`src/rtl/txg_pkg.sv`:
```
`timescale 1ns/1ps
package txg_pkg;
  typedef enum logic {
    TXG_RUN  = 1'b0,
    TXG_LOST = 1'b1
  } txg_state_e;
endpackage

```
`src/rtl/txg_edge_sync.sv`:
```
`timescale 1ns/1ps
module txg_edge_sync #(
  parameter int unsigned SYNC_STAGES = 2
) (
  input  logic clk_i,
  input  logic rst_ni,
  input  logic async_i,
  output logic rise_o
);
  logic [SYNC_STAGES-1:0] sync_q;
  logic                   prev_q;

  always_ff @(posedge clk_i or negedge rst_ni) begin
    if (!rst_ni) begin
      sync_q <= '0;
      prev_q <= 1'b0;
    end else begin
      sync_q <= {sync_q[SYNC_STAGES-2:0], async_i};
      prev_q <= sync_q[SYNC_STAGES-1];
    end
  end

  assign rise_o = sync_q[SYNC_STAGES-1] & ~prev_q;
endmodule

```
`src/rtl/txg_loss_mon.sv`:
```
`timescale 1ns/1ps
module txg_loss_mon
  import txg_pkg::*;
#(
  parameter int unsigned LOSS_CYC  = 64,
  parameter int unsigned REC_EDGES = 16
) (
  input  logic clk_i,
  input  logic rst_ni,
  input  logic edge_i,
  output logic loss_o
);
  localparam int unsigned IDLE_W = $clog2(LOSS_CYC + 1);
  localparam int unsigned REC_W  = $clog2(REC_EDGES + 1);
  localparam logic [IDLE_W-1:0] IDLE_MAX  = IDLE_W'(LOSS_CYC);
  localparam logic [IDLE_W-1:0] IDLE_TRIP = IDLE_W'(LOSS_CYC - 1);
  localparam logic [REC_W-1:0]  REC_LAST  = REC_W'(REC_EDGES - 1);

  logic [IDLE_W-1:0] idle_q;
  logic [REC_W-1:0]  rec_q;
  txg_state_e        state_q;
  logic              timeout;

  assign timeout = !edge_i && (idle_q == IDLE_TRIP);

  always_ff @(posedge clk_i or negedge rst_ni) begin
    if (!rst_ni) begin
      idle_q <= '0;
    end else if (edge_i) begin
      idle_q <= '0;
    end else if (idle_q != IDLE_MAX) begin
      idle_q <= idle_q + 1'b1;
    end
  end

  always_ff @(posedge clk_i or negedge rst_ni) begin
    if (!rst_ni) begin
      state_q <= TXG_RUN;
      rec_q   <= '0;
    end else begin
      unique case (state_q)
        TXG_RUN: begin
          rec_q <= '0;
          if (timeout) state_q <= TXG_LOST;
        end
        TXG_LOST: begin
          if (edge_i) begin
            if (rec_q == REC_LAST) begin
              state_q <= TXG_RUN;
              rec_q   <= '0;
            end else begin
              rec_q <= rec_q + 1'b1;
            end
          end else if (timeout) begin
            rec_q <= '0;  // gap too long, recovery restarts
          end
        end
        default: state_q <= TXG_RUN;
      endcase
    end
  end

  assign loss_o = (state_q == TXG_LOST);
endmodule

```
`src/rtl/txg_fallback_mux.sv`:
```
`timescale 1ns/1ps
module txg_fallback_mux #(
  parameter int unsigned DATA_W = 8
) (
  input  logic              clk_i,
  input  logic              rst_ni,
  input  logic              loss_i,
  input  logic              tx_edge_i,
  input  logic              rx_clk_en_i,
  input  logic              fallback_en_i,
  input  logic              status_clr_i,
  input  logic [DATA_W-1:0] tx_data_i,
  output logic              sticky_o,
  output logic              sel_rx_o,
  output logic              clk_en_o,
  output logic [DATA_W-1:0] tx_data_o
);
  localparam logic [DATA_W-1:0] AIS_WORD = '1;

  logic sticky_q;
  logic use_rx;

  always_ff @(posedge clk_i or negedge rst_ni) begin
    if (!rst_ni) sticky_q <= 1'b0;
    else         sticky_q <= loss_i | (sticky_q & ~status_clr_i);
  end

  assign use_rx    = loss_i & fallback_en_i;
  assign sticky_o  = sticky_q;
  assign sel_rx_o  = use_rx;
  assign clk_en_o  = use_rx ? rx_clk_en_i : tx_edge_i;
  assign tx_data_o = use_rx ? AIS_WORD : tx_data_i;
endmodule

```
`src/rtl/txclk_guard.sv`:
```
`timescale 1ns/1ps
module txclk_guard #(
  parameter int unsigned DATA_W      = 8,
  parameter int unsigned LOSS_CYC    = 64,
  parameter int unsigned REC_EDGES   = 16,
  parameter int unsigned SYNC_STAGES = 2
) (
  input  logic              clk_i,
  input  logic              rst_ni,
  input  logic              tx_clk_i,
  input  logic              rx_clk_en_i,
  input  logic              fallback_en_i,
  input  logic              status_clr_i,
  input  logic [DATA_W-1:0] tx_data_i,
  output logic              loss_live_o,
  output logic              loss_sticky_o,
  output logic              sel_rx_o,
  output logic              clk_en_o,
  output logic [DATA_W-1:0] tx_data_o
);
  logic tx_edge;
  logic loss;

  txg_edge_sync #(.SYNC_STAGES(SYNC_STAGES)) i_sync (
    .clk_i  (clk_i),
    .rst_ni (rst_ni),
    .async_i(tx_clk_i),
    .rise_o (tx_edge)
  );

  txg_loss_mon #(.LOSS_CYC(LOSS_CYC), .REC_EDGES(REC_EDGES)) i_mon (
    .clk_i (clk_i),
    .rst_ni(rst_ni),
    .edge_i(tx_edge),
    .loss_o(loss)
  );

  txg_fallback_mux #(.DATA_W(DATA_W)) i_mux (
    .clk_i        (clk_i),
    .rst_ni       (rst_ni),
    .loss_i       (loss),
    .tx_edge_i    (tx_edge),
    .rx_clk_en_i  (rx_clk_en_i),
    .fallback_en_i(fallback_en_i),
    .status_clr_i (status_clr_i),
    .tx_data_i    (tx_data_i),
    .sticky_o     (loss_sticky_o),
    .sel_rx_o     (sel_rx_o),
    .clk_en_o     (clk_en_o),
    .tx_data_o    (tx_data_o)
  );

  assign loss_live_o = loss;
endmodule

```
`config.mk`:
```
export PLATFORM = sky130hd
export DESIGN_NAME = txclk_guard
export DESIGN_NICKNAME = d
export VERILOG_FILES = /design/src/rtl/txg_pkg.sv /design/src/rtl/txg_edge_sync.sv /design/src/rtl/txg_loss_mon.sv /design/src/rtl/txg_fallback_mux.sv /design/src/rtl/txclk_guard.sv
export SDC_FILE = /design/constraint.sdc
export NUM_CORES = 1
export LEC_CHECK = 0
export ABC_AREA = 0
export BUFFER_PORTS_ARGS = -buffer_cell sky130_fd_sc_hd__buf_2
export CAP_MARGIN = 10
export CORE_ASPECT_RATIO = 0.9
export CORE_UTILIZATION = 49
export DETAILED_ROUTE_END_ITERATION = 16
export PLACE_DENSITY_LB_ADDON = 0.1
export SLEW_MARGIN = 20
export SYNTH_ARGS = -nofsm -noshare
export SYNTH_HDL_FRONTEND = slang
export SYNTH_HIERARCHICAL = 1
export SYNTH_SLANG_ARGS = --single-unit
```
`constraint.sdc`:
```
create_clock -name clk_i -period 1.8 [get_ports clk_i]
set_input_delay 0.36 -clock clk_i [delete_from_list [all_inputs] [get_ports clk_i]]
set_output_delay 0.36 -clock clk_i [all_outputs]
set_load 0.02 [all_outputs]
```
### Word-level counts from Yosys, hierarchy flattened

Index checks and enable logic that the tools add are counted.

* register bits: 17
* bits of input ports: 14

* bitwise gates (word level): 7
* muxes and demuxes: 12
* equality and inequality tests: 4
* reductions and logical operators: 3
* $add $sub $neg: 2

Operators by type and width (count)
* $mux W5: 3
* $mux W7: 2
* $pmux W5 S2: 1
* $mux W8: 1
* $add A7 B1 Y7 const B: 1
* $eq A7 B6 Y1 const B: 1
* $ne A7 B7 Y1 const B: 1
* $add A5 B1 Y5 const B: 1
* $eq A5 B4 Y1 const B: 1
* $mux W1: 4
* $and A1 B1 Y1: 3
* $ne A3 B2 Y1 const B: 1
* $not A1 Y1: 3
* $pmux W1 S2: 1
* $reduce_bool A2 Y1: 1
* $logic_and A1 B1 Y1: 1
* $logic_not A1 Y1: 1
* $or A1 B1 Y1: 1

### Longest topological paths before layout

* depth in word-level cells: 7
* gate-level depth with buffers: 5
* gate-level depth less buffers: 5

### Cells and area by module

The synthesis kept the hierarchy.

By module, submodules not included
* txg_loss_mon: instances 1, cells each 69, area each 671.9 um^2
* txg_fallback_mux: instances 1, cells each 14, area each 118.9 um^2
* txg_edge_sync: instances 1, cells each 4, area each 88.8 um^2

### Worst setup path before layout

No wires, ideal clock.

* path type: register -> register
* from: register i_mon.idle_q[3]
* to: register i_mon.idle_q[1]
* period minus slack after synthesis: 1434 ps
* path slack: 366 ps
* library setup time: 78 ps
* arrival time: 1356 ps
* buffers on the path: 0
* cell stages (with the launch flop): 4
* cells stage by stage: dfrtp_1 or4_4 or3_1 a21oi_1

* cells in the longest elaborated chain, start to end: 2

Ends and longest elaborated chain
* start: declaration: line txg_loss_mon.sv:19 `logic [IDLE_W-1:0] idle_q;`
* start signal: assignment: line txg_loss_mon.sv:32 `idle_q <= idle_q + 1'b1;`
* $ne A7 B7 Y1: line txg_loss_mon.sv:31 `end else if (idle_q != IDLE_MAX) begin`
* $reduce_bool A2 Y1 (no source line)

No other way between the ends.
A chain may end at the register's enable or synchronous reset.

### Worst setup path after layout

* from: register i_mon.state_q, in the netlist i_mon/loss_o
* to: output port clk_en_o

* cells in the longest elaborated chain, start to end: 2

Ends and longest elaborated chain
* start: declaration: line txg_loss_mon.sv:21 `txg_state_e state_q;`
* start signal: assignment: line txg_loss_mon.sv:38 `state_q <= TXG_RUN;`
* start signal: assignment: line txg_loss_mon.sv:44 `if (timeout) state_q <= TXG_LOST;`
* start signal: assignment: line txg_loss_mon.sv:49 `state_q <= TXG_RUN;`
* $and A1 B1 Y1: line txg_fallback_mux.sv:28 `assign use_rx = loss_i & fallback_en_i;`
* $mux W1: line txg_fallback_mux.sv:31 `assign clk_en_o = use_rx ? rx_clk_en_i : tx_edge_i;`
* end: declaration: line txclk_guard.sv:18 `output logic clk_en_o,`

No other way between the ends.

==> results by group <==
STA
  – Slew @ Worst Pin: 0.362 ns
  – Max_slew headroom: 75.9%
  – RSZ-0062 raised after global routing: no
  – Fin. max-slew vios: 0
  – Setup TNS: 0 ns
  – Final setup margin: ~0.11 ns
  – Fmax: between 500 and 600 MHz
  – Final hold violation count: 0
  – Final setup skew: 0.00109 ns
  – Final period utilization: between 90% and 100%
  – Final setup vio count: 0
  – Final Critical Period: about 1.7 ns

Yosys
  – Library cells used by synthesis: 30
  – Flop and latch count out of synthesis: 17
  – Synth Flop Type: dfrtp_1
  – Synth warn: 6
  – Seq/Total Area, Yosys: 48.4%
  – Number of flops mapped to enable cells by yosys: 0
  – Syn Nets: approximately 100
  – Avg Inst Size Synth: 10.1 um^2
  – Syn Inst Count: 87
  – Ys async rst share: 100%
  – Synth Cell Area: 880 um^2

Critical path
  – Buf/Inv on CP: 1
  – Worst EP arrival: 1.33 ns
  – Top Family by Delay on Critical Path: flip-flops
  – Worst Path Max Fanout: 10
  – CP Launch Type: register
  – R2r setup slk: 0.31 ns
  – Crit path kind: register to output port
  – Depth of the most critical reg-to-reg path: 3
  – CP cell instances: nand2_2 -> mux2_4 -> buf_2
  – Cell depth of the worst setup path: 3
  – Max stage delay on crit path: 0.42 ns
  – Worst r2r src: i_mon/idle_q[3]$_DFFE_PN0P_
  – RR Endpoint: i_mon/idle_q[1]$_DFFE_PN0P_
  – CP required: 1.44 ns
  – Crit-path slowest cell: dfrtp_1
  – Worst Setup End Kind: output port

Placement
  – Routability cong.: about 0.84
  – Cells after DPL: between 100 and 150
  – Detailed placement HPWL: 1290 um
  – PortBufs: 25
  – Pre-CTS setup slack: approximately 0.31 ns

Detailed routing
  – DRC Markers: 0
  – Post-DR wirelength/cell: ~12 um
  – Pre-Repair DR Iteration Count: 4
  – DR vias: about 740
  – Initial drt markers: 7
  – Final ANT Viol Nets: 0
  – Final wirelength: 1700 um
  – Vias/cell: 5.16

Clock tree
  – Post-CTS Setup Inserts: 0
  – Clock sinks: 17
  – # H-tree levels: 1
  – CTS Root Cell: clkbuf_4
  – CTS tree: built
  – Worst-Skew Late Latency: 0.30 ns
  – Clock Tree Buf Depth: 2
  – Clock buffer count from CTS: 3
  – Clock transition at path regs: about 0.10 ns

Job
  – Max_cap viols: 0

Layout
  – Commonest non-fill, non-tap cell in the layout: buf_2
  – Fraction of layout cells with a size suffix above 1: 31.1%
  – Layout Cells excl Fill: around 140
  – Register Area: roughly 430 um^2
  – # fillers: 137
  – Antenna Cells: 0
  – Most frequent cells in the layout: buf_2 (25), dfrtp_1 (17), nand2_1 (7)
  – Area of the multi-input gates: 432 um^2
  – Area growth syn-to-layout: 24.0%
  – Nets@finish: 137

Min path
  – Hold Startpoint: tx_clk_i
  – Hold path cells: 1
  – Worst hold path type: primary input to register
  – Hold Path Sink: i_sync/sync_q[0]$_DFF_PN0_

Floorplan
  – Chip height: 42.2 um
  – Die Wd: 46.7 um
  – Die area: 1970 um^2
  – I/O pin count: 26
  – Rows: 14
  – Initial Util: ~52%
  – Core outline area: 1680 um^2

Power
  – Peak VDD IR: 0.682 mV
  – PD cells: 760 nW/um^2
  – LEAKAGE: roughly 0.57 nW

Global routing
  – Initial antenna violation count: 0
  – GR Overflow Total: 0
  – Number of global-route vias before repair: 676
  – First-pass GRT wire length: 2810 um
  – Overall routing resource usage: 20.6%
  – Largest net degree at the start of global routing: 18

Outcome
  – Status: finished, final reports clean
==> registers in the layout (all words and copies together) (netlist names) <==
signal,count
i_mon/idle_q,7
i_mon/rec_q,5
i_sync/sync_q,2
i_mon/loss_o,1
i_mux/sticky_o,1
i_sync/prev_q,1
==> worst max-delay path by stage <==
| stage | startpoint | endpoint |
|---|---|---|
| floorplan | i_mon/idle_q[3]$_DFFE_PN0P_ | i_mon/idle_q[1]$_DFFE_PN0P_ |
| global placement | i_mon/idle_q[3]$_DFFE_PN0P_ | i_mon/idle_q[1]$_DFFE_PN0P_ |
| detailed placement | i_mon/idle_q[3]$_DFFE_PN0P_ | i_mon/idle_q[1]$_DFFE_PN0P_ |
| CTS | i_mon/loss_o$_DFF_PN0_ | clk_en_o |
| global route | i_mon/loss_o$_DFF_PN0_ | clk_en_o |
| finish | i_mon/loss_o$_DFF_PN0_ | clk_en_o |
==> through the flow <==
stage	power [mW]	area, um^2	util, %	hold WS [ns]
after floorplan	0.573	880	-	0.0644
after global placement	0.623	1050	62.6	0.298
after detailed placement	0.629	1050	62.6	0.298
after CTS	0.839	1090	64.9	0.158
after global routing	0.885	1090	64.9	0.138
final	0.829	1090	64.9	0.164
==> power breakdown <==
group	internal, mW	leakage [nW]	switching (mW)	total, mW
Combinational	0.0847	0.330	0.0842	0.169
Clock	0.0829	0.0177	0.124	0.207
Sequential	0.416	0.226	0.0369	0.453
==> kinds of logic (layout without fill, tap and decap cells) <==
family / Yosys count / in the layout / share of synthesized area (%)
flops: 17 / 17 / 48.4
simple gates: 40 / 40 / 27.9
xor+xnor: 4 / 4 / 3.98
compound gates: 16 / 16 / 11.2
mux: 1 / 1 / 1.71
fa+ha+maj: 3 / 3 / 4.27
buf+inv: 6 / 38 / 2.56
==> final cells by class <==
type	count	area share, %
Sequential cell	17	39.0
Clock buffer	3	2.06
Tap cell	24	2.75
Timing Repair Buffer	29	14.4
Clock inverter	1	0.459
Inverter	5	1.72
Multi-Input combinational cell	64	39.6
==> repair_timing <==
item | in CTS | in global routing
gates resized for setup | 0 | 0
hold buffers | 1 | 0
endpoints found under the hold margin | 17 | 0
==> layer usage <==
layer	global-route usage (%)	vias to the layer above	share of wire, %
met3	7.76	4	5.1
met4	6.86	0	1.4
met5	0	-	0
met2	33.1	20	49
li1	-	367	-
met1	24.9	347	44
==> Yosys cell counts (2+ instances only) <==
library cell  count  area (um^2)
xor2_1            3         26.3
o211ai_1          3         22.5
nand3_1           4         20.0
nand4_1           2         12.5
nor2_1            3         11.3
nand3b_1          2         15.0
dfrtp_1          17          425
nand2b_1          2         12.5
a21oi_1           4         20.0
o21ai_0           6         30.0
nor3_1            2         10.0
or3_1             2         12.5
nor3b_1           2         15.0
nand2_1           7         26.3
nor2b_1           2         12.5
inv_1             5         18.8
or2b_1            6         45.0
ha_1              3         37.5
Note: power is estimated with default switching activity, not from simulation.
